--- src/rtl/sftx_pkg.sv ---
package sftx_pkg;
  typedef enum logic [1:0] {
    ST_IDLE  = 2'd0,
    ST_START = 2'd1,
    ST_DATA  = 2'd2,
    ST_STOP  = 2'd3
  } sftx_state_e;
endpackage

--- src/rtl/sftx_prescaler.sv ---
module sftx_prescaler #(
  parameter int OVS = 16
) (
  input  logic clk,
  input  logic rst_n,
  input  logic run,
  input  logic tick,
  output logic bit_end
);
  localparam int CW = (OVS > 1) ? $clog2(OVS) : 1;
  localparam logic [CW-1:0] LAST = CW'(OVS - 1);

  logic [CW-1:0] cnt_q;

  always_ff @(posedge clk or negedge rst_n) begin
    if (!rst_n) begin
      cnt_q <= '0;
    end else if (!run) begin
      cnt_q <= '0;
    end else if (tick) begin
      cnt_q <= (cnt_q == LAST) ? '0 : cnt_q + 1'b1;
    end
  end

  assign bit_end = run && tick && (cnt_q == LAST);

  // without a tick the bit-time counter holds its value
  a_r9_cnt_hold: assert property (@(posedge clk) disable iff (!rst_n)
    (run && !tick) |=> $stable(cnt_q));
  // an idle (sleeping or empty) block keeps the counter at zero
  a_r8_cnt_idle: assert property (@(posedge clk) disable iff (!rst_n)
    !run |=> (cnt_q == '0));
endmodule

--- src/rtl/sftx_framer.sv ---
module sftx_framer #(
  parameter int DW = 8
) (
  input  logic [DW-1:0] data,
  input  logic          bit9,
  input  logic          nine,
  input  logic          par_en,
  input  logic          par_odd,
  output logic [DW:0]   word
);
  localparam int WW = DW + 1;

  logic [WW-1:0] raw;
  logic [WW-1:0] below_mask;
  logic          par_bit;

  always_comb begin
    raw = {nine ? bit9 : 1'b0, data};
    below_mask = '0;
    for (int i = 0; i < WW; i++) begin
      below_mask[i] = nine ? (i < WW - 1) : (i < WW - 2);
    end
    par_bit = par_odd ^ (^(raw & below_mask));
    word = raw;
    if (par_en) begin
      if (nine) word[WW-1] = par_bit;
      else      word[WW-2] = par_bit;
    end
  end
endmodule

--- src/rtl/sftx_sequencer.sv ---
module sftx_sequencer
  import sftx_pkg::*;
#(
  parameter int WW = 9
) (
  input  logic          clk,
  input  logic          rst_n,
  input  logic          load,
  input  logic [WW-1:0] word,
  input  logic          nine,
  input  logic          bit_end,
  output logic          line,
  output logic          busy,
  output logic          done
);
  localparam int IW = $clog2(WW);
  localparam logic [IW-1:0] LAST9 = IW'(WW - 1);
  localparam logic [IW-1:0] LAST8 = IW'(WW - 2);

  sftx_state_e   state_q;
  logic [WW-1:0] shreg_q;
  logic [IW-1:0] idx_q;
  logic          nine_q;
  logic          done_q;
  logic [IW-1:0] last_idx;

  assign last_idx = nine_q ? LAST9 : LAST8;

  always_ff @(posedge clk or negedge rst_n) begin
    if (!rst_n) begin
      state_q <= ST_IDLE;
      shreg_q <= '0;
      idx_q   <= '0;
      nine_q  <= 1'b0;
      done_q  <= 1'b0;
    end else begin
      done_q <= 1'b0;
      case (state_q)
        ST_IDLE: begin
          if (load) begin
            state_q <= ST_START;
            shreg_q <= word;
            nine_q  <= nine;
            idx_q   <= '0;
          end
        end
        ST_START: begin
          if (bit_end) state_q <= ST_DATA;
        end
        ST_DATA: begin
          if (bit_end) begin
            shreg_q <= shreg_q >> 1;
            if (idx_q == last_idx) state_q <= ST_STOP;
            else                   idx_q   <= idx_q + 1'b1;
          end
        end
        ST_STOP: begin
          if (bit_end) begin
            state_q <= ST_IDLE;
            done_q  <= 1'b1;
          end
        end
        default: state_q <= ST_IDLE;
      endcase
    end
  end

  always_comb begin
    case (state_q)
      ST_START: line = 1'b0;
      ST_DATA:  line = shreg_q[0];
      default:  line = 1'b1;
    endcase
  end

  assign busy = (state_q != ST_IDLE);
  assign done = done_q;

  // an accepted word opens with the start bit on the next cycle
  a_r2_load_start: assert property (@(posedge clk) disable iff (!rst_n)
    (load && !busy) |=> (busy && !line));
  // done coincides with the end of busy
  a_r7_done_end: assert property (@(posedge clk) disable iff (!rst_n)
    done |-> (!busy && $past(busy)));
  // done never lasts two cycles
  a_r7_done_single: assert property (@(posedge clk) disable iff (!rst_n)
    done |=> !done);
  // an idle line is high
  a_r1_idle_high: assert property (@(posedge clk) disable iff (!rst_n)
    !busy |-> line);
  // the bit index stays within the selected word length
  a_r4_idx_range: assert property (@(posedge clk) disable iff (!rst_n)
    (state_q == ST_DATA) |-> (idx_q <= last_idx));
endmodule

--- src/rtl/sftx_top.sv ---
module sftx_top #(
  parameter int DW  = 8,
  parameter int OVS = 16
) (
  input  logic          clk,
  input  logic          rst_n,
  input  logic          baud_tick,
  input  logic          in_valid,
  output logic          in_ready,
  input  logic [DW-1:0] in_data,
  input  logic          in_bit9,
  input  logic          cfg_nine,
  input  logic          cfg_par_en,
  input  logic          cfg_par_odd,
  input  logic          cfg_sleep,
  output logic          tx_line,
  output logic          busy,
  output logic          done
);
  localparam int WW = DW + 1;

  logic          accept;
  logic [WW-1:0] framed;
  logic          bit_end;

  assign in_ready = !busy && !cfg_sleep;
  assign accept   = in_valid && in_ready;

  sftx_framer #(.DW(DW)) u_framer (
    .data    (in_data),
    .bit9    (in_bit9),
    .nine    (cfg_nine),
    .par_en  (cfg_par_en),
    .par_odd (cfg_par_odd),
    .word    (framed)
  );

  sftx_prescaler #(.OVS(OVS)) u_presc (
    .clk     (clk),
    .rst_n   (rst_n),
    .run     (busy),
    .tick    (baud_tick),
    .bit_end (bit_end)
  );

  sftx_sequencer #(.WW(WW)) u_seq (
    .clk     (clk),
    .rst_n   (rst_n),
    .load    (accept),
    .word    (framed),
    .nine    (cfg_nine),
    .bit_end (bit_end),
    .line    (tx_line),
    .busy    (busy),
    .done    (done)
  );

  // a sleeping idle block does not start a frame
  a_r8_sleep_no_start: assert property (@(posedge clk) disable iff (!rst_n)
    (cfg_sleep && !busy) |=> !busy);
  // line moves only at a transfer or after a baud tick
  a_r9_line_on_tick: assert property (@(posedge clk) disable iff (!rst_n)
    !$stable(tx_line) |-> ($past(baud_tick) || $past(accept)));
endmodule

--- config.mk ---
export PLATFORM = sky130hd
export DESIGN_NAME = sftx_top
export DESIGN_NICKNAME = d
export VERILOG_FILES = /design/src/rtl/sftx_pkg.sv /design/src/rtl/sftx_prescaler.sv /design/src/rtl/sftx_framer.sv /design/src/rtl/sftx_sequencer.sv /design/src/rtl/sftx_top.sv
export SDC_FILE = /design/constraint.sdc
export NUM_CORES = 1
export LEC_CHECK = 0
export ABC_AREA = 1
export BUFFER_PORTS_ARGS = -buffer_cell sky130_fd_sc_hd__buf_2
export CAP_MARGIN = 20
export CORE_ASPECT_RATIO = 0.75
export CORE_MARGIN = 10
export CORE_UTILIZATION = 55
export CTS_CLUSTER_SIZE = 8
export DETAILED_ROUTE_END_ITERATION = 8
export HOLD_SLACK_MARGIN = 0.12
export PLACE_DENSITY = 0.82
export SYNTH_ARGS = -nofsm -noshare
export SYNTH_HDL_FRONTEND = slang
export SYNTH_SLANG_ARGS = --single-unit
--- constraint.sdc ---
create_clock -name clk -period 2.8 [get_ports clk]
set_input_delay 0.84 -clock clk [delete_from_list [all_inputs] [get_ports clk]]
set_output_delay 0.84 -clock clk [all_outputs]
set_load 0.01 [all_outputs]
Word level (Yosys, flattened, before mapping) --
Cells that the tools add are included.
Word-level totals: register bits after elaboration 21, output and inout port bits 4
Operators by class: $add $sub $neg 2, equal/unequal tests 12, mux-type cells 25, bitwise logic cells 2, reductions and logical operators 14
Operator list (count):
- $mux W4 | 7
- $mux W9 | 2
- $pmux W9 S2 | 1
- $mux W2 | 6
- $ne A2 B2 Y1 const B | 6
- $and A9 B8 Y9 | 1
- $reduce_xor A9 Y1 | 1
- $add A4 B1 Y4 const B | 2
- $pmux W2 S4 | 1
- $pmux W4 S2 | 1
- $mux W1 | 6
- $reduce_and A5 Y1 | 1
- $eq A2 B2 Y1 const B | 2
- $eq A4 B4 Y1 | 1
- $eq A4 B4 Y1 const B | 1
- $logic_and A1 B1 Y1 | 4
- $reduce_and A4 Y1 | 1
- $reduce_bool A2 Y1 | 2
- $reduce_and A3 Y1 | 1
- $eq A2 B1 Y1 const B | 1
- $logic_not A1 Y1 | 2
- $logic_not A2 Y1 | 1
- $ne A2 B1 Y1 const B | 1
- $pmux W1 S2 | 1
- 2 further kinds | 2

Longest topological paths before layout --
depth after elaboration 8, gate-level depth with buffers 11

Hierarchy --
A second synthesis with hierarchy kept.
Second synthesis, totals: cells, all modules 213, area, all modules 1525.2 µm²
Modules (own cells, without submodules):
- sftx_sequencer | instances 1, cells an instance 133, area each 1051.0 µm², seq. area each 425.4 µm²
- sftx_framer | instances 1, cells an instance 45, area each 231.5 µm², seq. area each 0.0 µm²
- sftx_prescaler | instances 1, cells an instance 29, area each 215.2 µm², seq. area each 100.1 µm²
- sftx_top | instances 1, cells an instance 6, area each 27.5 µm², seq. area each 0.0 µm²

Worst setup path after synthesis --
OpenSTA, ideal clock, no wires.
path kind reg2out, from reg u_seq.state_q[0], to out tx_line, data arrival time 1.121 ns, data required time 1.960 ns, slack 0.839 ns, stages on the path, launching flop included 5, buffers on the path 1, cell sequence dfrtp_1 -> inv_1 -> ha_1 -> buf_6 -> o21ai_0
On the way: longest elaborated chain between the ends 2, elaborated cells between the ends (all ways) 3
RTL lines:
- from (decl) | line sftx_sequencer.sv:20 | sftx_state_e state_q;
- from (signal assigned) | line sftx_sequencer.sv:31 | state_q <= ST_IDLE;
- from (signal assigned) | line sftx_sequencer.sv:41 | state_q <= ST_START;
- from (signal assigned) | line sftx_sequencer.sv:48 | if (bit_end) state_q <= ST_DATA;
- $eq A2 B2 Y1 or $eq A2 B1 Y1 (tied branches) | line sftx_sequencer.sv:69 | case (state_q)
- $pmux W1 S2 * | line sftx_sequencer.sv:69
- to (decl) | line sftx_top.sv:16 | output logic tx_line,
Every way passes the cells marked *; elsewhere a longest branch is shown, timed or not.

Final worst setup path --
Ends and elaborated chain as after synthesis.

==> results.toml <==
[sta]
relSlewSlack_pct = 66.58
min_period_ns = 2.494
setup_violations = 0
achievable-frequency_mhz = 401.0
whs_ns = 0.4606
clock_skew_ns = 0.005940
min_period_over_period_pct = 89.06
finalHoldViolCount = 0
setup_ws_ns = 0.3064
worst_slew_pin_slew_ns = 0.5013
rsz0062_at_grt = "no"
finalSetupTns_ns = 0
final_max_slew_viol_count = 0

[cts]
cts_tree = "yes"
worstSkewPairLatency_ns = 0.32
clk_pin_slew_ns = 0.12
clk_path_buf_depth = 2
cts_max_level = 1
ctsResizeCount = 0
cts_sinks = 21
cts_hold_buf = 0
clockRootBuffer = "clkbuf_4"
cts-buffers-inserted = 3
post_cts_buffers = 0

[critical_path]
reg2reg_from = "u_seq.state_q[0]$_DFFE_PN0P_"
crit_fanout = 15
critPathSlowestCell = "ha_1"
timing.critical_path.buf_inv = 2
r2r-end = "u_seq.shreg_q[6]$_DFFE_PN0P_"
crit_start = "u_seq.state_q[0]$_DFFE_PN0P_"
cp.required_ns = 1.96
rr_worst_depth = 8
start_kind = "flop"
path_cells = "inv_1 > ha_1 > o21ai_0 > buf_2"
endpoint_kind = "output port"
cpPeakStageDelay_ns = 0.48
worstPathArrival_ns = 1.65
crit_family = "adder cells"
criticalPathCategory = "flop to output port"
rrSetupSlack_ns = 0.62

[flow_run]
cap_violations = 0

[detailed_routing]
wl_per_cell_um = 12.88
drtAntennaViolNets = 0
dr_wl_met3_um = 117
drt_wl_total_um = 3002
dr.first_iter.drc_count = 46
wl_met2_um = 1528
maxUsedRoutingLayer = "met4"
via_per_inst = 5.172
post-route-drc-count = 0
met1_length_um = 1253
first_pass_iters = 4
route.vias.total = 1205

[synthesis]
yosysMostFrequentCell = "nand2_1"
postSynthAreaPerCell_um2 = 7.663
synthTopCellsByCount = "nand2_1, dfrtp_1, nor2_1"
synth-seq-cells = 21
synth.cell_area_mm2 = 0.001356
yosysTopAreaCellShare_pct = 38.75
synth-edff-count = 0
ys_warn_count = 0
ys_types = 26
yosysTopAreaCell = "dfrtp_1"
synth_area_leaders = "dfrtp_1, nand2_1, nor2_1, ha_1, nand3_1"
synth_ff_type = "dfrtp_1"
yosysSeqAreaShare_pct = 38.75
synthCells = 177
syn_nets = 200
ys_async_sr_fraction_pct = 100.0

[global_route]
grt-ovfl-total = 0
grt.total_usage_pct = 12.63
grt_max_degree = 22
grt_first_pass_wirelength_um = 5023
grt_pass1_vias = 1148
antenna_found_initial = 0

[pwr]
irDropWorstVdd_v = 0.0004741
power.density_mw_per_mm2 = 934.9
power_leakage_uw = 0.0007611
power_uw = 1399

[final_layout]
drive_gt1_share_pct = 19.10
diodes = 0
nNetsFinal = 223
stdcell_count = 233
synthToLayoutAreaGrowth_pct = 10.33

[outcome]
status = "finished, final reports clean"

[floorplanning]
pin_count = 21
die_w_um = 77.34
coreArea_mm2 = 0.002327
die_h_um = 63.01
rows = 15
initial_core_util_pct = 58.28
dieArea_mm2 = 0.004873

[placed_design]
dp_cells = 229
place_congestion = 0.8168
preCtsSetupSlack_ns = 0.6547
dpl.hpwl_um = 2392
io_buffers = 20

[min_path]
hold_class = "input pin to asynchronous set/reset pin"
==> layout by cell type, fill, tap and decap left out <==
cell / Yosys / final
nor2_4: 3 / 3
nor2_2: 1 / 1
a21oi_1: 4 / 4
inv_1: 17 / 17
nand3_4: 1 / 1
nand4_1: 1 / 1
a21oi_4: 1 / 1
xor2_1: 3 / 3
clkbuf_4: 0 / 3
a31oi_1: 6 / 6
buf_2: 0 / 20
nand2_1: 54 / 54
o21ai_1: 2 / 2
dfrtp_1: 21 / 21
nand2_2: 2 / 2
a21oi_2: 1 / 1
or2_2: 2 / 2
o21ai_0: 8 / 8
xnor2_1: 2 / 2
nand3_1: 14 / 14
ha_1: 6 / 6
nor2_1: 21 / 21
a31oi_2: 1 / 1
nand2_4: 1 / 1
buf_4: 0 / 1
inv_4: 1 / 1
a22o_1: 1 / 1
clkbuf_1: 0 / 1
==> sequential cells by signal, indices dropped and copies added, names as in the netlist <==
register,flops
u_seq.idx_q,4
u_seq.done,1
u_seq.shreg_q,9
u_seq.state_q,2
u_seq.nine_q,1
u_presc.cnt_q,4
==> final cells by class <==
| class | count | area (µm²) |
|---|---|---|
| Sequential cell | 21 | 525.5 |
| Clock buffer | 4 | 26.28 |
| Fill cell | 223 | 830.8 |
| Inverter | 18 | 70.07 |
| Timing Repair Buffer | 21 | 107.6 |
| Tap cell | 34 | 42.54 |
| Multi-Input combinational cell | 135 | 724.4 |
==> metrics by stage <==
step	cell area, µm²	utilization [%]
global placement	1470	63.17
detailed placement	1470	63.17
global route	1496	64.30
floorplan	1356	-
CTS	1496	64.30
finish	1496	64.30
==> metal layers <==
metal	up-vias	global-route usage [%]
met4	0	7.045
met3	10	4.310
li1	612	-
met1	562	12.80
met5	-	0
met2	21	22.19
==> worst max path at each step <==
stage / to / slack, ns / cells after the start
final: tx_line / 0.31 / 4
after global routing: tx_line / 0.16 / 4
after CTS: tx_line / 0.29 / 5
after detailed placement: u_seq.shreg_q[6]$_DFFE_PN0P_ / 0.65 / 8
after global placement: tx_line / 0.72 / 4
after floorplan: tx_line / 0.84 / 4
==> power breakdown <==
group | internal (µW) | total [µW] | switching, µW
sequential | 422 | 513 | 90.6
combinational | 268 | 733 | 465
clock | 55.9 | 154 | 97.8
total | 745 | 1400 | 654
==> logic make-up (layout without fill, tap and decap cells) <==
| logic type | count (synthesis) | after routing | share of synthesized area, % |
|---|---|---|---|
| simple gates | 100 | 100 | 33.30 |
| compound gates | 24 | 24 | 11.35 |
| flops | 21 | 21 | 38.75 |
| buf+inv | 21 | 43 | 7.841 |
| fa+ha+maj | 6 | 6 | 5.535 |
| xor+xnor | 5 | 5 | 3.229 |
(Power assumes the default switching activity.)
